--- config.mk ---
export PLATFORM = sky130hd
export DESIGN_NAME = sdcmd_serializer
export DESIGN_NICKNAME = d
export VERILOG_FILES = /design/src/rtl/sdcmd_pkg.sv /design/src/rtl/sdcmd_clkgen.sv /design/src/rtl/sdcmd_crc7.sv /design/src/rtl/sdcmd_rx_capture.sv /design/src/rtl/sdcmd_serializer.sv
export SDC_FILE = /design/constraint.sdc
export NUM_CORES = 1
export LEC_CHECK = 0
export BUFFER_PORTS_ARGS = -buffer_cell sky130_fd_sc_hd__buf_2
export CAP_MARGIN = 20
export CORE_ASPECT_RATIO = 1.5
export CORE_MARGIN = 4
export CORE_UTILIZATION = 50
export CTS_CLUSTER_SIZE = 24
export DETAILED_ROUTE_END_ITERATION = 16
export PLACE_DENSITY = 0.76
export SKIP_LAST_GASP = 1
export SLEW_MARGIN = 20
export SYNTH_ARGS = -nofsm -noshare
export SYNTH_HDL_FRONTEND = slang
export SYNTH_SLANG_ARGS = --single-unit
--- constraint.sdc ---
create_clock -name clk -period 1.7 [get_ports clk]
set_input_delay 0.34 -clock clk [delete_from_list [all_inputs] [get_ports clk]]
set_output_delay 0.34 -clock clk [all_outputs]
set_load 0.005 [all_outputs]
--- src/rtl/sdcmd_pkg.sv ---
package sdcmd_pkg;
  localparam int unsigned CRC_W   = 7;
  localparam logic [CRC_W-1:0] CRC_POLY = 7'h09;  // x^7 + x^3 + 1

  typedef enum logic [1:0] {
    PH_IDLE = 2'd0,
    PH_LOW  = 2'd1,
    PH_HIGH = 2'd2
  } phase_t;

  function automatic logic [CRC_W-1:0] crc_step(input logic [CRC_W-1:0] cur,
                                                input logic din);
    logic fb;
    fb = din ^ cur[CRC_W-1];
    crc_step = {cur[CRC_W-2:0], 1'b0} ^ (fb ? CRC_POLY : '0);
  endfunction
endpackage

--- src/rtl/sdcmd_clkgen.sv ---
module sdcmd_clkgen
  import sdcmd_pkg::*;
#(
  parameter int unsigned HALF = 2
) (
  input  logic clk,
  input  logic rst_n,
  input  logic start,
  input  logic last,
  output logic active,
  output logic sd_clk,
  output logic rise_now,
  output logic fall_now
);
  localparam int unsigned HC_W = (HALF > 1) ? $clog2(HALF) : 1;
  localparam logic [HC_W-1:0] HC_END = HC_W'(HALF - 1);

  phase_t          phase;
  logic [HC_W-1:0] hc;

  assign active   = (phase != PH_IDLE);
  assign rise_now = (phase == PH_LOW)  && (hc == HC_END);
  assign fall_now = (phase == PH_HIGH) && (hc == HC_END);

  always_ff @(posedge clk or negedge rst_n) begin
    if (!rst_n) begin
      phase  <= PH_IDLE;
      hc     <= '0;
      sd_clk <= 1'b0;
    end else begin
      unique case (phase)
        PH_IDLE: begin
          hc <= '0;
          if (start) phase <= PH_LOW;
        end
        PH_LOW: begin
          if (rise_now) begin
            phase  <= PH_HIGH;
            hc     <= '0;
            sd_clk <= 1'b1;
          end else begin
            hc <= hc + 1'b1;
          end
        end
        PH_HIGH: begin
          if (fall_now) begin
            phase  <= last ? PH_IDLE : PH_LOW;
            hc     <= '0;
            sd_clk <= 1'b0;
          end else begin
            hc <= hc + 1'b1;
          end
        end
        default: phase <= PH_IDLE;
      endcase
    end
  end

  AST_HALF_RANGE: assert property (@(posedge clk) disable iff (!rst_n)
    hc <= HC_END);
  AST_CLK_PHASE: assert property (@(posedge clk) disable iff (!rst_n)
    (phase == PH_HIGH) |-> sd_clk);
endmodule

--- src/rtl/sdcmd_crc7.sv ---
module sdcmd_crc7
  import sdcmd_pkg::*;
(
  input  logic             clk,
  input  logic             rst_n,
  input  logic             clr,
  input  logic             en,
  input  logic             din,
  output logic [CRC_W-1:0] crc_next
);
  logic [CRC_W-1:0] crc;

  assign crc_next = crc_step(crc, din);

  always_ff @(posedge clk or negedge rst_n) begin
    if (!rst_n)   crc <= '0;
    else if (clr) crc <= '0;
    else if (en)  crc <= crc_next;
  end

  AST_CRC_CLEAR: assert property (@(posedge clk) disable iff (!rst_n)
    clr |=> (crc == '0));
endmodule

--- src/rtl/sdcmd_rx_capture.sv ---
module sdcmd_rx_capture #(
  parameter int unsigned WORD_W = 32
) (
  input  logic              clk,
  input  logic              rst_n,
  input  logic              clr,
  input  logic              en,
  input  logic              din,
  output logic [WORD_W-1:0] data
);
  always_ff @(posedge clk or negedge rst_n) begin
    if (!rst_n)   data <= '0;
    else if (clr) data <= '0;
    else if (en)  data <= {data[WORD_W-2:0], din};
  end

  AST_RX_HOLD: assert property (@(posedge clk) disable iff (!rst_n)
    (!clr && !en) |=> $stable(data));
endmodule

--- src/rtl/sdcmd_serializer.sv ---
module sdcmd_serializer
  import sdcmd_pkg::*;
#(
  parameter int unsigned WORD_W = 32,
  parameter int unsigned HALF   = 2
) (
  input  logic              clk,
  input  logic              rst_n,
  input  logic              in_valid,
  output logic              in_ready,
  input  logic [WORD_W-1:0] in_data,
  output logic              sd_clk,
  output logic              cmd_out,
  output logic              cmd_oe,
  input  logic              cmd_in,
  output logic              busy,
  output logic [WORD_W-1:0] rx_data,
  output logic              rx_done
);
  localparam int unsigned FRAME = WORD_W + CRC_W + 1;
  localparam int unsigned IDX_W = $clog2(FRAME);
  localparam int unsigned TAIL_W = CRC_W + 1;
  localparam logic [IDX_W-1:0] IDX_LAST = IDX_W'(FRAME - 1);
  localparam logic [IDX_W-1:0] IDX_PAY_END = IDX_W'(WORD_W - 1);
  localparam logic [IDX_W-1:0] IDX_WORD = IDX_W'(WORD_W);

  logic              active, rise_now, fall_now, accept, last, in_payload;
  logic [IDX_W-1:0]  bit_idx;
  logic [WORD_W-1:0] shreg;
  logic [TAIL_W-1:0] tail;
  logic [CRC_W-1:0]  crc_next;

  assign accept     = in_valid && in_ready;
  assign in_ready   = !active;
  assign busy       = active;
  assign cmd_oe     = active;
  assign last       = (bit_idx == IDX_LAST);
  assign in_payload = (bit_idx < IDX_WORD);
  assign cmd_out    = !active ? 1'b1 : (in_payload ? shreg[WORD_W-1] : tail[TAIL_W-1]);

  sdcmd_clkgen #(.HALF(HALF)) u_clkgen (
    .clk      (clk),
    .rst_n    (rst_n),
    .start    (accept),
    .last     (last),
    .active   (active),
    .sd_clk   (sd_clk),
    .rise_now (rise_now),
    .fall_now (fall_now)
  );

  sdcmd_crc7 u_crc (
    .clk      (clk),
    .rst_n    (rst_n),
    .clr      (accept),
    .en       (fall_now && in_payload),
    .din      (shreg[WORD_W-1]),
    .crc_next (crc_next)
  );

  sdcmd_rx_capture #(.WORD_W(WORD_W)) u_rx (
    .clk   (clk),
    .rst_n (rst_n),
    .clr   (accept),
    .en    (rise_now && in_payload),
    .din   (cmd_in),
    .data  (rx_data)
  );

  always_ff @(posedge clk or negedge rst_n) begin
    if (!rst_n) begin
      bit_idx <= '0;
      shreg   <= '0;
      tail    <= '0;
      rx_done <= 1'b0;
    end else begin
      rx_done <= fall_now && last;
      if (accept) begin
        bit_idx <= '0;
        shreg   <= in_data;
      end else if (fall_now && !last) begin
        bit_idx <= bit_idx + 1'b1;
        if (in_payload) shreg <= {shreg[WORD_W-2:0], 1'b0};
        else            tail  <= {tail[TAIL_W-2:0], 1'b0};
        if (bit_idx == IDX_PAY_END) tail <= {crc_next, 1'b1};
      end
    end
  end

  AST_ACCEPT_BUSY: assert property (@(posedge clk) disable iff (!rst_n)
    accept |=> busy);
  AST_CMD_STEADY: assert property (@(posedge clk) disable iff (!rst_n)
    $rose(sd_clk) |-> $stable(cmd_out));
  AST_END_BIT: assert property (@(posedge clk) disable iff (!rst_n)
    (sd_clk && last) |-> cmd_out);
  AST_IDLE_LINE: assert property (@(posedge clk) disable iff (!rst_n)
    !busy |-> (cmd_out && !sd_clk && !cmd_oe));
  AST_DONE_PULSE: assert property (@(posedge clk) disable iff (!rst_n)
    rx_done |=> !rx_done);
  AST_DONE_IDLE: assert property (@(posedge clk) disable iff (!rst_n)
    rx_done |-> !busy);
endmodule

==> flow_summary.toml, run 1 <==
[place]
place_congestion = 0.8172
dpl_cell_area_um2 = 4707
io_buffers = 73
dp_cells = 584
dp_hpwl_um = 5888
place_ws_ns = -0.05548

[clock_tree]
cts_sinks = 90
cts_tree = "built"
numCtsBuffers = 9
clk_pin_slew_ns = 0.06
cts_buffer_depth = 2
htreeDepth = 3
insertion_delay_ns = 0.33
cts_root_buf = "clkbuf_16"

[cells_and_area]
final_cell_mix = "nand2_1, dfrtp_1, buf_2"
design_area_um2 = 5184
drive_above_1_share_pct = 29.48
final_common_cell = "nand2_1"
num-fill-cells = 615
antenna_cells = 0
final_cells = 607
area_growth_pct = 27.56
fin_nets = 539

[status]
status = "finished with violations"
failed_checks = "setup timing"

[drt]
ant_nets = 0
drt_pre_antenna_iters = 4
drtIter0Drc = 207
drc = 0
wl_um = 8989
viasPerCell = 5.180
via_count = 3144
wl_per_cell_um = 14.81

[sta]
period_needed_ns = 1.736
finalCritPeriodShare_pct = 102.1
layout_setup_ws_ns = -0.03627
rsz0062_at_grt = "yes"
slew_headroom_pct = 74.60
finalHoldViolCount = 0
final-setup-viol-count = 5
clock_skew_ns = 0.007042
drv_slew = 0
max_slew.worst_pin.slew_ns = 0.3778
max_freq_mhz = 575.9
setup_tns_ns = -0.09146

[logic_synthesis]
syn_area_um2 = 4064
ys_ff_latch = 90
ys_seq_area_share_pct = 55.42
ys_types = 29
synthCells = 409
yosys_warnings = 0
synth-edff-count = 0
synthArstFlopShare_pct = 100.0
avgSynthCellArea_um2 = 9.936
syn_nets = 451
ys.flop_type = "dfrtp_1"

[die]
core_um2 = 7958
start_util_pct = 51.07
pin_count = 74
num_rows = 40
die_w_um = 81.61
die_h_um = 118.4
dieArea_um2 = 9664

[global_route]
grt_antenna_before_repair = 0
grt_pass1_wl_um = 13740
grt_pass1_vias = 3095
grt_usage_pct = 18.19
grt_max_degree = 79
grt_overflow_total = 0

[worst_setup_path]
worstSetupPathType = "flop to flop"
cp_top_family = "multiplexers"
slowest_delay_ns = 0.39
end_kind = "flop"
cp_slowest_cell = "dfrtp_1"
cp-start-kind = "flop"
required_ns = 1.91
critPathMaxFanout = 6
path_cells = "ha_4, nand4_4, nor2_4, mux2_4, mux2_1"
cp_num_buf_inv = 0
arrival_ns = 1.95

[power_and_ir_drop]
p_leak_uw = 0.002369
power_density_nw_per_um2 = 1284
ir_drop_uv = 640.7

[worst_hold_path]
hp-class = "input port to flop"

[job]
drv_cap = 0
[path summary, 6_finish.rpt]
| kind | slack, ns | startpoint | cells past startpoint | endpoint |
|---|---|---|---|---|
| max | -0.04 | bit_idx[0] | 5 | tail[3] |
| min | 0.21 | in_data[3] | 3 | shreg[3] |
| max reg2reg | -0.04 | bit_idx[0] | 5 | tail[3] |
| min reg2reg | 0.49 | tail[7] | 1 | tail[7] |
| max in group asynchronous | 0.76 | rst_n | 3 | bit_idx[0] |
| min in group asynchronous | 0.40 | rst_n | 2 | shreg[6] |
[cell usage after synthesis (4+ instances only)]
| master | count | area (µm²) |
|---|---|---|
| xnor2_1 | 6 | 52.55 |
| inv_1 | 4 | 15.01 |
| mux2i_1 | 33 | 330.3 |
| clkbuf_1 | 12 | 45.04 |
| buf_2 | 7 | 35.03 |
| dfrtp_1 | 90 | 2252 |
| mux2_2 | 8 | 90.09 |
| o21ai_0 | 35 | 175.2 |
| nand2_1 | 117 | 439.2 |
| mux2_1 | 6 | 67.56 |
| a21oi_1 | 44 | 220.2 |
| ha_1 | 6 | 75.07 |
| o31ai_1 | 4 | 30.03 |
| nor2_1 | 12 | 45.04 |
[metal layers]
metal	global-route usage (%)	part of all wire, %	vias up	routed length (µm)
met2	30.97	53	81	4731
li1	-	-	1551	-
met1	21.58	40	1491	3630
met4	9.252	2.8	0	248
met5	0	0	-	0
met3	2.896	4.2	21	378
[worst min-delay path: cells and delay by family]
family,cells,cell delay [ns]
buffers and inverters,1,0.07
AOI/OAI and AO/OA,1,0.06
and+or+nand+nor,1,0.03
[metrics by stage]
step	hold slack [ns]	power (µW)	utilization, %
6_report	0.2062	6655	65.14
5_1_grt	0.2232	7079	65.14
3_5_place_dp	0.2053	4652	59.15
3_3_place_gp	0.2043	4564	59.15
4_1_cts	0.1996	6617	63.24
2_1_floorplan	0.04441	4006	-
[sequential cells by signal, indices dropped and copies added (netlist names)]
signal	cells
u_clkgen.phase	2
tail	8
bit_idx	6
rx_done	1
u_rx.data	32
u_clkgen.hc	1
u_clkgen.sd_clk	1
shreg	32
u_crc.crc	7
[where the power goes]
part | internal, µW | leakage, µW | switching (µW)
combinational | 813 | 0.00103 | 998
clock | 1150 | 0.000148 | 791
sequential | 2620 | 0.00119 | 285
total | 4580 | 0.00237 | 2070
[final cells by class]
cell class / instances / area, µm² / area share (%)
sequential: 90 / 2252 / 43.45
multi-input combinational: 288 / 1758 / 33.91
timing repair buffer: 104 / 725.7 / 14.00
clock buffer: 13 / 280.3 / 5.407
tap: 105 / 131.4 / 2.534
clock inverter: 3 / 21.27 / 0.4103
inverter: 4 / 15.01 / 0.2896
[cell families (layout without fill, tap and decap cells)]
kind of cell / after synthesis / count (layout) / share of synthesized area, %
flops: 90 / 90 / 55.42
buf+inv: 31 / 124 / 3.817
compound gates: 88 / 88 / 11.67
fa+ha+maj: 6 / 6 / 1.847
simple gates: 141 / 141 / 13.95
mux: 47 / 47 / 12.01
xor+xnor: 6 / 6 / 1.293
[what timing repair did]
item | in CTS | in global routing
buffers inserted | 1 | 3
hold endpoints to repair | 12 | 0
pin swaps | 3 | 4
gates cloned | 0 | 2
resized for setup | 3 | 16
endpoints found under the setup margin | 7 | 38
hold buffers | 1 | 0
No activity file was read; power rests on OpenSTA's default activity.
==> run 2: changes to the inputs <==
CELL_PAD_IN_SITES_DETAIL_PLACEMENT = 1   (was default)
CELL_PAD_IN_SITES_GLOBAL_PLACEMENT = 1   (was default)
CORE_UTILIZATION = 38   (was 50)
PLACE_DENSITY = default   (was 0.76)
PLACE_DENSITY_LB_ADDON = 0.1   (was default)
==> flow_summary.toml, run 2 (same netlist as run 1, synthesis figures left out) <==
[clock_tree]
insertion_delay_ns = 0.34
cts_root_buf = "clkbuf_16"
cts_sinks = 90
cts_buffer_depth = 2
clk_pin_slew_ns = 0.06
cts_tree = "built"
htreeDepth = 3
numCtsBuffers = 9

[sta]
drv_slew = 0
period_needed_ns = 1.752
hold-worst-slack_ns = 0.2051
max_freq_mhz = 570.9
max_slew.worst_pin.slew_ns = 0.4542
slew_headroom_pct = 69.72
finalHoldViolCount = 0
setup_tns_ns = -0.2363
final-setup-viol-count = 6
rsz0062_at_grt = "yes"
clock_skew_ns = 0.005667
finalCritPeriodShare_pct = 103.0
layout_setup_ws_ns = -0.05165

[power_and_ir_drop]
p_leak_uw = 0.002428
ir_drop_uv = 900.5
power_density_nw_per_um2 = 1323

[worst_setup_path]
cp_slowest_cell = "dfrtp_1"
worstSetupPathType = "flop to flop"
path_cells = "ha_4, nand4_4, nor2_4, mux2_4, mux2_4"
critPathMaxFanout = 6
slowest_delay_ns = 0.41
cp_common_cell = "mux2_4"
required_ns = 1.92
end_kind = "flop"
cp-start-kind = "flop"
arrival_ns = 1.97

[place]
dp_hpwl_um = 6639
io_buffers = 73
place_congestion = 0.7702
place_ws_ns = -0.04505

[cells_and_area]
final_cell_mix = "nand2_1, dfrtp_1, buf_2"
final_common_cell = "nand2_1"
antenna_cells = 0
final_util_pct = 51.21
fin_nets = 544
area_growth_pct = 32.73
drive_above_1_share_pct = 31.36
num-fill-cells = 1207
reg.largest.list = "shreg (32), u_rx.data (32), tail (8)"

[die]
pin_count = 74
start_util_pct = 38.58
num_rows = 46
die_w_um = 92.44
core_um2 = 10530
dieArea_um2 = 12450
die_h_um = 134.7

[status]
failed_checks = "setup timing"
status = "finished with violations"

[global_route]
grt_pass1_vias = 3299
grt_usage_pct = 16.29
grt_max_degree = 112
grt_pass1_wl_um = 16320
grt_antenna_before_repair = 0
grt_overflow_total = 0

[job]
drv_cap = 0

[drt]
viasPerCell = 4.911
drt_pre_antenna_iters = 4
wl_per_cell_um = 15.69
drtIter0Drc = 88
drc = 0
via_count = 3197
wl_um = 10210
ant_nets = 0

[worst_hold_path]
hp-class = "input port to flop"
[run 2: cell count changes in the layout (fill, tap and decap cells not counted), sizes merged]
cell and change:
buf +4, bufinv +3, clkbuf -2, clkinv -1
clkinvlp +1
[run 2: path summary, 6_finish.rpt]
check	startpoint	to	slack, ns	depth (start not counted)
max	bit_idx[1]	tail[7]	-0.05	5
min	in_data[0]	shreg[0]	0.21	3
max reg2reg	bit_idx[1]	tail[7]	-0.05	5
min reg2reg	tail[4]	tail[4]	0.52	1
max in group asynchronous	rst_n	shreg[15]	0.64	3
min in group asynchronous	rst_n	shreg[4]	0.50	2
[run 2: what timing repair did]
item	4_1_cts	5_1_grt
resized for setup	7	27
hold buffers	1	0
gates cloned	0	4
pin swaps	2	4
hold endpoints to repair	30	0
setup buffers	2	4
endpoints found under the setup margin	8	40
[run 2: area by class of cell]
type,instances,area [µm²],share of cell area [%]
Clock inverter,6,113.9,2.111
Multi-Input combinational cell,288,1793,33.24
Timing Repair Buffer,109,798.3,14.80
Clock buffer,10,239.0,4.431
Inverter,4,17.52,0.3248
Sequential cell,90,2252,41.75
Tap cell,144,180.2,3.340
[run 2: through the flow]
stage               instance area (µm²)  total power [µW]  instances
floorplan                          4083              4006        409
global placement                   4758              4592        625
detailed placement                 4758              4675        625
CTS                                5157              7059        643
global route                       5394              7662        651
finish                             5394              7134        651
[run 2: routing by layer]
metal | vias up | track usage (%) | part of all wire (%)
met5 | - | 0 | 0
met4 | 0 | 6.446 | 1.7
met3 | 13 | 3.177 | 3.4
met2 | 51 | 27.49 | 53
met1 | 1579 | 20.48 | 42
li1 | 1554 | - | -
[run 2: power by group]
part	switching (µW)	total, µW	internal [µW]
clock	826	2300	1480
sequential	305	2920	2620
combinational	1040	1910	868
[run 2: worst max-delay path, delay by kind of cell, from the launching register on]
family | cells | cell delay, ns
mux | 2 | 0.60
flops | 1 | 0.41
fa+ha+maj | 1 | 0.18
simple gates | 2 | 0.45
==> run 3: changes to the inputs <==
SKIP_LAST_GASP = default   (was 1)
==> flow_summary.toml, run 3 (same netlist as run 1, synthesis figures left out) <==
[status]
status = "finished with violations"
failed_checks = "setup timing"

[cells_and_area]
antenna_cells = 0
reg.largest.list = "shreg (32), u_rx.data (32), tail (8)"
final_common_cell = "nand2_1"
final_cell_mix = "nand2_1, dfrtp_1, buf_2"
area_growth_pct = 32.73
drive_above_1_share_pct = 31.36
fin_nets = 544
final_cells = 651
multiInputGateArea_um2 = 1793
num-fill-cells = 1207
seq_area_um2 = 2252

[worst_setup_path]
cp-start-kind = "flop"
end_kind = "flop"
critPathMaxFanout = 6
arrival_ns = 1.97
worstSetupPathType = "flop to flop"
required_ns = 1.92

[place]
dp_cells = 625
io_buffers = 73
dp_hpwl_um = 6639
place_ws_ns = -0.04505
place_congestion = 0.7702

[sta]
rsz0062_at_grt = "yes"
slew_headroom_pct = 70.07
finalCritPeriodShare_pct = 103.1
finalHoldViolCount = 0
max_freq_mhz = 570.7
layout_setup_ws_ns = -0.05216
period_needed_ns = 1.752
max_slew.worst_pin.slew_ns = 0.4490
setup_tns_ns = -0.2391
clock_skew_ns = 0.005734
final-setup-viol-count = 6
drv_slew = 0

[drt]
wl_um = 10220
via_count = 3193
drc = 0
ant_nets = 0
viasPerCell = 4.905
wl_per_cell_um = 15.70
drt_pre_antenna_iters = 4
drtIter0Drc = 88

[job]
drv_cap = 0

[die]
dieArea_um2 = 12450
start_util_pct = 38.58
die_h_um = 134.7
num_rows = 46
core_um2 = 10530
pin_count = 74
die_w_um = 92.44

[global_route]
grt_overflow_total = 0
grt_pass1_vias = 3299
grt_max_degree = 112
grt_pass1_wl_um = 16320
grt_antenna_before_repair = 0
grt_usage_pct = 16.29

[power_and_ir_drop]
finalPower_uw = 7135
ir_drop_uv = 901.4
power_density_nw_per_um2 = 1323
p_leak_uw = 0.002428

[clock_tree]
cts_buffer_depth = 2
htreeDepth = 3
cts_root_buf = "clkbuf_16"
numCtsBuffers = 9
insertion_delay_ns = 0.34
clk_pin_slew_ns = 0.06
cts_tree = "built"
cts_sinks = 90

[worst_hold_path]
hp-class = "input port to flop"
[run 3: cell counts in the layout (fill, tap and decap cells not counted)]
No cell type changed its count.
[run 3: final timing paths]
check                                  to        from  slack (ns)  depth (start not counted)
worst min register to register    tail[4]     tail[4]        0.52                          1
min in group asynchronous        shreg[4]       rst_n        0.50                          2
worst min-delay path             shreg[0]  in_data[0]        0.20                          3
worst max register to register    tail[7]  bit_idx[1]       -0.05                          5
worst max-delay path              tail[7]  bit_idx[1]       -0.05                          5
max in group asynchronous       shreg[15]       rst_n        0.65                          3
[run 3: final cells by class]
class / instances / share of cell area [%]
clock inverters: 6 / 2.111
inverters: 4 / 0.3248
well taps: 144 / 3.340
clock buffers: 10 / 4.431
repair buffers: 109 / 14.80
flip-flops and latches: 90 / 41.75
multi-input cells: 288 / 33.24
[run 3: what timing repair did]
action                                  CTS  global route
cloned                                    0             4
endpoints found under the setup margin    8            40
buffers inserted                          2             4
endpoints found under the hold margin    30             0
resized for setup                         7            27
pin swaps                                 2             5
hold buffers                              1             0
[run 3: power by group]
part / internal (µW) / leakage [µW] / switching [µW]
clock network: 1480 / 0.000165 / 826
registers: 2620 / 0.00119 / 306
logic: 868 / 0.00107 / 1040
[run 3: critical path, stage by stage (launching register included)]
cell and delay [ns]:
dfrtp_1 0.41, ha_4 0.18, nand4_4 0.15, nor2_4 0.30, mux2_4 0.34, mux2_4 0.26
[run 3: per-layer routing]
metal | up-vias | global-route usage, % | part of all wire, %
li1 | 1554 | - | -
met1 | 1576 | 20.48 | 42
met2 | 53 | 27.49 | 54
met3 | 10 | 3.177 | 3.3
met4 | 0 | 6.446 | 1.3
met5 | - | 0 | 0
[run 3: through the flow]
step                area, µm²  hold WS [ns]  utilization (%)
floorplan                4083       0.04441                -
global placement         4758        0.3196            45.18
detailed placement       4758        0.3241            45.18
CTS                      5157        0.1936            48.97
global route             5394        0.2039            51.21
finish                   5394        0.2048            51.21
